--- config.mk ---
export PLATFORM = sky130hd
export DESIGN_NAME = xact_firewall
export DESIGN_NICKNAME = d
export VERILOG_FILES = /design/src/rtl/fw_pkg.sv /design/src/rtl/fw_rule_bank.sv /design/src/rtl/fw_match.sv /design/src/rtl/fw_viol_log.sv /design/src/rtl/xact_firewall.sv
export SDC_FILE = /design/constraint.sdc
export NUM_CORES = 1
export LEC_CHECK = 0
export BUFFER_PORTS_ARGS = -buffer_cell sky130_fd_sc_hd__buf_4
export CORE_UTILIZATION = 52
export DETAILED_ROUTE_END_ITERATION = 6
export PLACE_DENSITY_LB_ADDON = 0.05
export REMOVE_ABC_BUFFERS = 1
export SETUP_SLACK_MARGIN = 0.1
export SLEW_MARGIN = 20
export SYNTH_ARGS = -nofsm -noshare
export SYNTH_HDL_FRONTEND = slang
export SYNTH_HIERARCHICAL = 1
export SYNTH_SLANG_ARGS = --single-unit
--- constraint.sdc ---
create_clock -name clk -period 8.9 [get_ports clk]
set_input_delay 2.225 -clock clk [delete_from_list [all_inputs] [get_ports clk]]
set_output_delay 2.225 -clock clk [all_outputs]
set_load 0.02 [all_outputs]
--- src/rtl/fw_pkg.sv ---
package fw_pkg;
  localparam int AW  = 16;
  localparam int IDW = 3;
  localparam int DMW = 2;
  localparam int NI  = 1 << IDW;
  localparam int ND  = 1 << DMW;
  localparam int CDW = AW;

  typedef struct packed {
    logic          en;
    logic          rd;
    logic          wr;
    logic          need_sec;
    logic [ND-1:0] dmask;
    logic [NI-1:0] imask;
    logic [AW-1:0] lo;
    logic [AW-1:0] hi;
  } rule_t;

  typedef struct packed {
    logic           wr;
    logic           sec;
    logic [DMW-1:0] dom;
    logic [IDW-1:0] init;
    logic [AW-1:0]  addr;
  } req_attr_t;

  function automatic logic in_window(input logic [AW-1:0] a,
                                     input logic [AW-1:0] lo,
                                     input logic [AW-1:0] hi);
    return (a >= lo) && (a <= hi);
  endfunction

  function automatic logic rule_grants(input rule_t r, input req_attr_t q);
    logic dir_ok;
    dir_ok = q.wr ? r.wr : r.rd;
    return dir_ok && r.dmask[q.dom] && r.imask[q.init] && (!r.need_sec || q.sec);
  endfunction
endpackage

--- src/rtl/fw_rule_bank.sv ---
module fw_rule_bank
  import fw_pkg::*;
#(
  parameter int NREG = 8,
  localparam int RIW = $clog2(NREG),
  localparam int CAW = RIW + 3
) (
  input  logic            clk,
  input  logic            rst_n,
  input  logic            cfg_valid,
  input  logic            cfg_sec,
  input  logic [CAW-1:0]  cfg_addr,
  input  logic [CDW-1:0]  cfg_wdata,
  output rule_t [NREG-1:0] rules,
  output logic            locked,
  output logic            clr_evt
);
  logic           wr_ok;
  logic           rule_wr_evt;
  logic           ctrl_evt;
  logic           lock_evt;
  logic [RIW-1:0] sel_idx;
  logic [1:0]     sel_fld;

  assign wr_ok       = cfg_valid && cfg_sec;
  assign ctrl_evt    = wr_ok && cfg_addr[CAW-1];
  assign rule_wr_evt = wr_ok && !cfg_addr[CAW-1] && !locked;
  assign lock_evt    = ctrl_evt && cfg_wdata[0];
  assign clr_evt     = ctrl_evt && cfg_wdata[1];
  assign sel_idx     = cfg_addr[RIW+1:2];
  assign sel_fld     = cfg_addr[1:0];

  always_ff @(posedge clk or negedge rst_n) begin
    if (!rst_n)        locked <= 1'b0;
    else if (lock_evt) locked <= 1'b1;
  end

  for (genvar g = 0; g < NREG; g++) begin : g_rule
    rule_t r_q;
    always_ff @(posedge clk or negedge rst_n) begin
      if (!rst_n) begin
        r_q <= '0;
      end else if (rule_wr_evt && sel_idx == RIW'(g)) begin
        case (sel_fld)
          2'd0: r_q.lo <= cfg_wdata[AW-1:0];
          2'd1: r_q.hi <= cfg_wdata[AW-1:0];
          2'd2: begin
            r_q.en       <= cfg_wdata[0];
            r_q.rd       <= cfg_wdata[1];
            r_q.wr       <= cfg_wdata[2];
            r_q.need_sec <= cfg_wdata[3];
            r_q.dmask    <= cfg_wdata[4 +: ND];
            r_q.imask    <= cfg_wdata[4+ND +: NI];
          end
          default: ;
        endcase
      end
    end
    assign rules[g] = r_q;
  end

  AST_LOCK_STICKY: assert property (@(posedge clk) disable iff (!rst_n)
    locked |=> locked);
  AST_LOCKED_FROZEN: assert property (@(posedge clk) disable iff (!rst_n)
    locked |=> $stable(rules));
  AST_NS_IGNORED: assert property (@(posedge clk) disable iff (!rst_n)
    (cfg_valid && !cfg_sec) |=> $stable(rules));
endmodule

--- src/rtl/fw_match.sv ---
module fw_match
  import fw_pkg::*;
#(
  parameter int NREG = 8
) (
  input  logic             clk,
  input  logic             rst_n,
  input  rule_t [NREG-1:0] rules,
  input  req_attr_t        q,
  output logic [NREG-1:0]  hit_vec,
  output logic [NREG-1:0]  win_vec,
  output logic             any_hit,
  output logic             granted
);
  logic [NREG-1:0] ok_vec;

  for (genvar g = 0; g < NREG; g++) begin : g_cmp
    assign hit_vec[g] = rules[g].en && in_window(q.addr, rules[g].lo, rules[g].hi);
    assign ok_vec[g]  = rule_grants(rules[g], q);
  end

  always_comb begin
    win_vec = '0;
    for (int i = NREG - 1; i >= 0; i--) begin
      if (hit_vec[i]) begin
        win_vec    = '0;
        win_vec[i] = 1'b1;
      end
    end
  end

  assign any_hit = |hit_vec;
  assign granted = |(win_vec & ok_vec);

  AST_GRANT_NEEDS_HIT: assert property (@(posedge clk) disable iff (!rst_n)
    granted |-> any_hit);
  AST_WIN_SINGLE: assert property (@(posedge clk) disable iff (!rst_n)
    $onehot0(win_vec) && (any_hit == (win_vec != '0)));
endmodule

--- src/rtl/fw_viol_log.sv ---
module fw_viol_log
  import fw_pkg::*;
(
  input  logic      clk,
  input  logic      rst_n,
  input  logic      deny_evt,
  input  logic      clr_evt,
  input  req_attr_t q,
  output logic      viol_pend,
  output req_attr_t rec
);
  logic capture;
  assign capture = deny_evt && (!viol_pend || clr_evt);

  always_ff @(posedge clk or negedge rst_n) begin
    if (!rst_n) begin
      viol_pend <= 1'b0;
      rec       <= '0;
    end else if (capture) begin
      viol_pend <= 1'b1;
      rec       <= q;
    end else if (clr_evt) begin
      viol_pend <= 1'b0;
    end
  end

  AST_PEND_STICKY: assert property (@(posedge clk) disable iff (!rst_n)
    (viol_pend && !clr_evt) |=> viol_pend);
  AST_REC_HELD: assert property (@(posedge clk) disable iff (!rst_n)
    (viol_pend && !clr_evt) |=> $stable(rec));
  AST_PEND_SOURCE: assert property (@(posedge clk) disable iff (!rst_n)
    $rose(viol_pend) |-> $past(deny_evt));
  AST_CLR_DROPS: assert property (@(posedge clk) disable iff (!rst_n)
    (clr_evt && !deny_evt) |=> !viol_pend);
  AST_CLR_LOSES: assert property (@(posedge clk) disable iff (!rst_n)
    (clr_evt && deny_evt) |=> viol_pend);
endmodule

--- src/rtl/xact_firewall.sv ---
module xact_firewall
  import fw_pkg::*;
#(
  parameter int NREG = 8,
  parameter int DW   = 32,
  localparam int RIW = $clog2(NREG),
  localparam int CAW = RIW + 3
) (
  input  logic           clk,
  input  logic           rst_n,
  input  logic           req_valid,
  input  logic           req_write,
  input  logic [AW-1:0]  req_addr,
  input  logic [DW-1:0]  req_wdata,
  input  logic [IDW-1:0] req_init,
  input  logic [DMW-1:0] req_dom,
  input  logic           req_sec,
  output logic           tgt_valid,
  output logic           tgt_write,
  output logic [AW-1:0]  tgt_addr,
  output logic [DW-1:0]  tgt_wdata,
  input  logic [DW-1:0]  tgt_rdata,
  output logic           rsp_valid,
  output logic           rsp_err,
  output logic [DW-1:0]  rsp_rdata,
  input  logic           cfg_valid,
  input  logic           cfg_sec,
  input  logic [CAW-1:0] cfg_addr,
  input  logic [CDW-1:0] cfg_wdata,
  output logic           cfg_locked,
  output logic           viol_irq,
  output logic [AW-1:0]  viol_addr,
  output logic [IDW-1:0] viol_init,
  output logic [DMW-1:0] viol_dom,
  output logic           viol_sec,
  output logic           viol_write
);
  rule_t [NREG-1:0] rules;
  req_attr_t        q;
  req_attr_t        rec;
  logic [NREG-1:0]  hit_vec;
  logic [NREG-1:0]  win_vec;
  logic             any_hit;
  logic             granted;
  logic             pass_evt;
  logic             deny_evt;
  logic             clr_evt;

  assign q = '{wr: req_write, sec: req_sec, dom: req_dom, init: req_init, addr: req_addr};

  fw_rule_bank #(.NREG(NREG)) u_bank (
    .clk(clk), .rst_n(rst_n), .cfg_valid(cfg_valid), .cfg_sec(cfg_sec),
    .cfg_addr(cfg_addr), .cfg_wdata(cfg_wdata), .rules(rules),
    .locked(cfg_locked), .clr_evt(clr_evt)
  );

  fw_match #(.NREG(NREG)) u_match (
    .clk(clk), .rst_n(rst_n), .rules(rules), .q(q), .hit_vec(hit_vec),
    .win_vec(win_vec), .any_hit(any_hit), .granted(granted)
  );

  assign pass_evt = req_valid && granted;
  assign deny_evt = req_valid && !granted;

  fw_viol_log u_log (
    .clk(clk), .rst_n(rst_n), .deny_evt(deny_evt), .clr_evt(clr_evt),
    .q(q), .viol_pend(viol_irq), .rec(rec)
  );

  assign viol_addr  = rec.addr;
  assign viol_init  = rec.init;
  assign viol_dom   = rec.dom;
  assign viol_sec   = rec.sec;
  assign viol_write = rec.wr;

  assign tgt_valid = pass_evt;
  assign tgt_write = req_write;
  assign tgt_addr  = req_addr;
  assign tgt_wdata = pass_evt ? req_wdata : '0;

  always_ff @(posedge clk or negedge rst_n) begin
    if (!rst_n) begin
      rsp_valid <= 1'b0;
      rsp_err   <= 1'b0;
      rsp_rdata <= '0;
    end else begin
      rsp_valid <= req_valid;
      rsp_err   <= deny_evt;
      rsp_rdata <= (pass_evt && !req_write) ? tgt_rdata : '0;
    end
  end

  AST_RSP_TRACKS_REQ: assert property (@(posedge clk) disable iff (!rst_n)
    req_valid |=> rsp_valid);
  AST_TGT_QUALIFIED: assert property (@(posedge clk) disable iff (!rst_n)
    tgt_valid |-> (req_valid && any_hit));
  AST_DENY_GIVES_ERR: assert property (@(posedge clk) disable iff (!rst_n)
    (req_valid && !tgt_valid) |=> (rsp_err && rsp_valid));
  AST_ERR_CLEAN_DATA: assert property (@(posedge clk) disable iff (!rst_n)
    rsp_err |-> (rsp_rdata == '0));
endmodule

After elaboration in Yosys (flattened, before gate mapping)
Cells that the tools add are included.
{"block": "totals", "reg_bits": 443, "in_bits": 114, "wordCells": 262}
{"block": "op_classes", "order_cmp": 18, "n_eq_ne": 9, "n_mux": 52, "bitwise_logic": 1, "reduce_logical": 108}
{"op": "16-bit greater-or-equal comparator", "count": 8}
{"op": "16-bit less-or-equal comparator", "count": 8}
{"op": "32-bit two-way mux", "count": 2}
{"op": "8-bit two-way mux", "count": 8}
{"op": "1-bit logical AND", "count": 58}
{"op": "2-bit AND reduction", "count": 24}
{"op": "1-bit two-way mux", "count": 26}
{"op": "1-bit binary-select mux with 3-bit select", "count": 8}
{"op": "1-bit binary-select mux with 2-bit select", "count": 8}
{"op": "1-bit logical NOT", "count": 13}
{"op": "3-bit equality test, second input constant", "count": 4}
{"op": "1-bit logical OR", "count": 9}
{"op": "8-bit bitwise AND", "count": 1}
{"op": "8-bit OR reduction", "count": 1}
{"op": "3-bit by 2-bit equality test with 1-bit output, second input constant", "count": 2}
{"op": "3-bit by 4-bit < comparator with 1-bit output, second input constant", "count": 1}
{"op": "3-bit by 1-bit equality test with 1-bit output, second input constant", "count": 1}
{"op": "3-bit logical NOT", "count": 1}
{"op": "2-bit by 3-bit < comparator with 1-bit output, second input constant", "count": 1}
{"op": "2-bit by 1-bit equality test with 1-bit output, second input constant", "count": 1}
{"op": "2-bit equality test, second input constant", "count": 1}
{"op": "2-bit logical NOT", "count": 1}
{"op": "2-bit nonzero test", "count": 1}

Depth between registers and ports, before layout
{"block": "depth", "ltp_word": 17, "mapped_depth": 17, "mapped_depth_nobuf": 14}

Hierarchy
Netlist, hierarchy kept.
{"module": "fw_rule_bank", "instances": 1, "cells_per_inst": 875, "area_each_um2": 14742.9, "seq_area_each_um2": 9634.2}
{"module": "fw_match", "instances": 1, "cells_per_inst": 968, "area_each_um2": 7284.5, "seq_area_each_um2": 0.0}
{"module": "xact_firewall", "instances": 1, "cells_per_inst": 134, "area_each_um2": 1625.3, "seq_area_each_um2": 850.8}
{"module": "fw_viol_log", "instances": 1, "cells_per_inst": 52, "area_each_um2": 1007.2, "seq_area_each_um2": 600.6}

Worst setup path before layout
Ideal clock, no wire load.
{"block": "synth_path", "kind": "input-to-output", "start": "in req_addr[0]", "end": "out tgt_wdata[10]", "arrival_time_ps": 5173, "slack_ps": 1502, "path_stages": 14, "path_cell_list": "inv_1 > ha_1 > nand2b_4 > a2111o_1 > a31oi_1 > o21ai_1 > nand3_2 > inv_2 > a211o_1 > or3b_4 > o221ai_1 > buf_6 > buf_4 > and3_1"}
{"block": "synth_between", "elab_cells_between_ends": 44, "cone_classes": "order compare: 16; mux: 9; bitwise: 1; reduce/logical: 18"}
{"item": "start: declaration", "line_no": "xact_firewall.sv:13", "source": "input logic [AW-1:0] req_addr,"}
{"item": "16-bit greater-or-equal comparator / 16-bit less-or-equal comparator (equally long branches)", "line_no": "fw_pkg.sv:31", "source": "return (a >= lo) && (a <= hi);"}
{"item": "1-bit logical AND (*)", "line_no": "fw_pkg.sv:31"}
{"item": "1-bit logical AND (*)", "line_no": "fw_match.sv:18", "source": "assign hit_vec[g] = rules[g].en && in_window(q.addr, rules[g].lo, rules[g].hi);"}
{"item": "named net hit_vec[1]", "line_no": "xact_firewall.sv:41", "source": "logic [NREG-1:0] hit_vec;"}
{"item": "8-bit two-way mux (*) (2 in series)", "line_no": "fw_match.sv:25", "source": "if (hit_vec[i]) begin"}
{"item": "8-bit bitwise AND (*)", "line_no": "fw_match.sv:33", "source": "assign granted = |(win_vec & ok_vec);"}
{"item": "8-bit OR reduction (*)", "line_no": "fw_match.sv:33"}
{"item": "named net granted", "line_no": "xact_firewall.sv:44", "source": "logic granted;"}
{"item": "1-bit logical AND (*)", "line_no": "xact_firewall.sv:62", "source": "assign pass_evt = req_valid && granted;"}
{"item": "32-bit two-way mux (*)", "line_no": "xact_firewall.sv:79", "source": "assign tgt_wdata = pass_evt ? req_wdata : '0;"}
{"item": "end: declaration", "line_no": "xact_firewall.sv:21", "source": "output logic [DW-1:0] tgt_wdata,"}
Mark *: on every way through the listed nets, which the timed path passes. The rest lies on a longest branch.

Final worst setup path
{"block": "layout_path", "start": "in req_addr[0]", "end": "out tgt_wdata[13]"}
{"block": "layout_between", "elab_chain_cells": 15, "elab_cells_between_ends": 44, "cone_classes": "order compare: 16; mux: 9; bitwise: 1; reduce/logical: 18"}
{"item": "16-bit greater-or-equal comparator / 16-bit less-or-equal comparator (equally long branches)", "line_no": "fw_pkg.sv:31"}
{"item": "1-bit logical AND", "line_no": "fw_pkg.sv:31"}
{"item": "1-bit logical AND", "line_no": "fw_match.sv:18"}
{"item": "8-bit two-way mux (7 in series)", "line_no": "fw_match.sv:25"}
{"item": "8-bit two-way mux (*)", "line_no": "fw_match.sv:25"}
{"item": "8-bit bitwise AND (*)", "line_no": "fw_match.sv:33"}
{"item": "8-bit OR reduction (*)", "line_no": "fw_match.sv:33"}
{"item": "named net granted", "line_no": "xact_firewall.sv:44"}
{"item": "1-bit logical AND (*)", "line_no": "xact_firewall.sv:62"}
{"item": "32-bit two-way mux (*)", "line_no": "xact_firewall.sv:79"}
Marks and branches as above.

==> results.md <==
* Status: finished clean
* Worst Tran Pin Value at ~1.1 ns
* Share of layout cells above drive strength 1 at around a third
* Core Region at around 47000 µm²
* Hold-fix buffers at CTS at 0
* Minimum clock period after layout at 7.933 ns
* Final WL at 63790 µm
* PD cells at between 150 and 200 nW/µm²
* Post-CTS setup buffers at 0
* RePlAce Congestion at approximately 0.84
* CTS Buf Count at 50
* FP Rows at 79
* First DRT Iteration DRCs at ~850
* Antenna viol nets, final at 0
* R2R depth at 13
* CP Class: input port to output pin
* Clock transition at path regs at roughly 0.05 ns
* DRC Markers at 0
* Routed len/inst at 22.50 µm
* Via density at 5.749
* Quantity of I/O buffers inserted on ports at around 220
* Yosys warns at 6
* Fin. Hold Viols at 0
* WP data arrival at 5.71 ns
* Total iterations of the first detailed-routing run at 5
* Maximum number of pins on one net before global-route repair at 169
* Slew Viols, Final at 0
* Grt ovf at 0
* Setup Viol. Count Final at 0
* Worst-path fanout max at between 60 and 70
* Initial antenna violation count at 4
* Final nets at 2562
* Static Leak at 13.98 nW
* Post-Syn Instances at 2015
* Top Ports at 223
* Initial Utilization at 52.81%
* Max Fclk at about 0.13 GHz
* Worst vdd ir at 182.0 µV
* Uppermost layer routed: met5
* Synth Cell Area at 24590 µm²
* Clock Path Buffers at 3
* CTS resizes at 0
* Vias at 16300
* Clock Skews at 0.01077 ns
* Final TNS setup at 0 ns
* Synthesized area per cell at 12.20 µm²
* PnR worst setup slack at 0.9670 ns
* H-Tree Depth at 2
* Min-delay worst type: flop to flop
* Metal3 WL at just under 3000 µm
* Worst Setup Start Kind: input port
* RSZ-0062 raised after global routing: false
* Worst hold path depth at 1
* Slew headroom at 28.07%
* Crit path required time at 6.68 ns
* Antenna cells at 0
* Area delta synth->final at 14.57%
* DR WL met2 at ~30000 µm
* Die extent in y at 219.4 µm
* Fillers at 3739
* Placement Setup Slack at roughly 0.95 ns
* Die ar. at around 48000 µm²
* Met1 wire length at 28730 µm
* GRT Overall Usage at 26.88%
* DP HPWL at 39740 µm
* Vias in the first global route at 16630
* Final period utilization at 89.14%
* Clock latency on the worst-skew pair at 0.58 ns
* First-pass GRT wire length at 96990 µm
* Crit end category: output pin
* Total clock sinks at 443
* CTS tree: yes
* Max cap viols at 0
* Die Span X at 219.4 µm
* Clock root buffer: clkbuf_16
cell usage in the layout, fill, tap and decap left out, types with 5 or more instances in the layout:
| master | instances |
|---|---|
| a21o_1 | 29 |
| clkbuf_8 | 18 |
| o21ai_0 | 25 |
| a211oi_1 | 10 |
| nor3_2 | 5 |
| mux4_2 | 24 |
| inv_1 | 247 |
| mux2i_1 | 14 |
| nor2b_1 | 15 |
| ha_1 | 256 |
| nand2_1 | 49 |
| nand2b_1 | 7 |
| and4b_1 | 32 |
| nand3_1 | 22 |
| buf_4 | 231 |
| a221oi_1 | 6 |
| nor2_1 | 23 |
| dfrtp_1 | 443 |
| nor4_1 | 6 |
| and3_1 | 39 |
| clkbuf_16 | 51 |
| mux2_4 | 40 |
| o31ai_1 | 7 |
| nand3_2 | 11 |
| nand4_1 | 43 |
| a21oi_1 | 94 |
| o211ai_1 | 8 |
| mux2_2 | 371 |
| clkbuf_1 | 11 |
| nor3_1 | 10 |
layer usage:
layer | up-vias | GRT usage [%]
met2 | 353 | 43.99
met3 | 122 | 4.227
met4 | 8 | 8.611
met1 | 8291 | 36.48
met5 | - | 0
li1 | 7524 | -
area by class of cell:
cell class	instances	area, µm²	area share [%]
Multi-Input combinational cell	1214	11930	42.36
Timing Repair Buffer	235	1803	6.401
Tap cell	607	759.5	2.696
Clock buffer	79	1551	5.508
Clock inverter	9	105.1	0.3731
Sequential cell	443	11090	39.35
Inverter	248	930.9	3.305
state kept, by name (all words and copies together), names as in the netlist:
signal	cells
u_bank/locked	1
u_log/viol_pend	1
u_log/rec	23
u_bank/rules	384
rsp_err	1
rsp_valid	1
rsp_rdata	32
per-stage QoR:
| stage | power (W) | utilization (%) | instances | hold slack [ns] | cell area, µm² |
|---|---|---|---|---|---|
| 5_1_grt | 0.005072 | 60.50 | 2835 | 0.5100 | 28170 |
| 2_1_floorplan | 0.002507 | - | 1905 | 0.4740 | 23930 |
| 6_report | 0.004862 | 60.50 | 2835 | 0.5012 | 28170 |
| 4_1_cts | 0.004922 | 60.47 | 2834 | 0.5043 | 28150 |
| 3_3_place_gp | 0.002815 | 56.92 | 2746 | 0.4815 | 26500 |
| 3_5_place_dp | 0.002836 | 56.92 | 2746 | 0.4911 | 26500 |
final timing paths:
path	start	end	slack [ns]
max in group asynchronous	rst_n	u_bank/rules[125]	5.63
max reg2reg	u_bank/rules[217]	u_log/rec[14]	4.72
max	req_addr[0]	tgt_wdata[13]	0.97
min reg2reg	u_bank/rules[369]	u_bank/rules[369]	0.50
min in group asynchronous	rst_n	u_bank/rules[69]	1.74
min	u_bank/rules[369]	u_bank/rules[369]	0.50
worst max-delay path: stages:
cell,delay [ns]
buf_4,0.12
inv_1,0.33
buf_4,0.27
ha_1,0.24
nand2b_1,0.14
a21o_1,0.18
a211oi_1,0.24
o31a_1,0.23
o31ai_1,0.14
a211o_1,0.32
or3b_4,0.40
o221ai_4,0.24
buf_12,0.26
and3_1,0.20
buf_4,0.14
report_power, final:
group | internal, W | switching (W)
sequential | 0.00211 | 0.0000502
clock | 0.00124 | 0.000818
combinational | 0.000279 | 0.000364
total | 0.00363 | 0.00123
No activity file was read; power rests on OpenSTA's default activity.
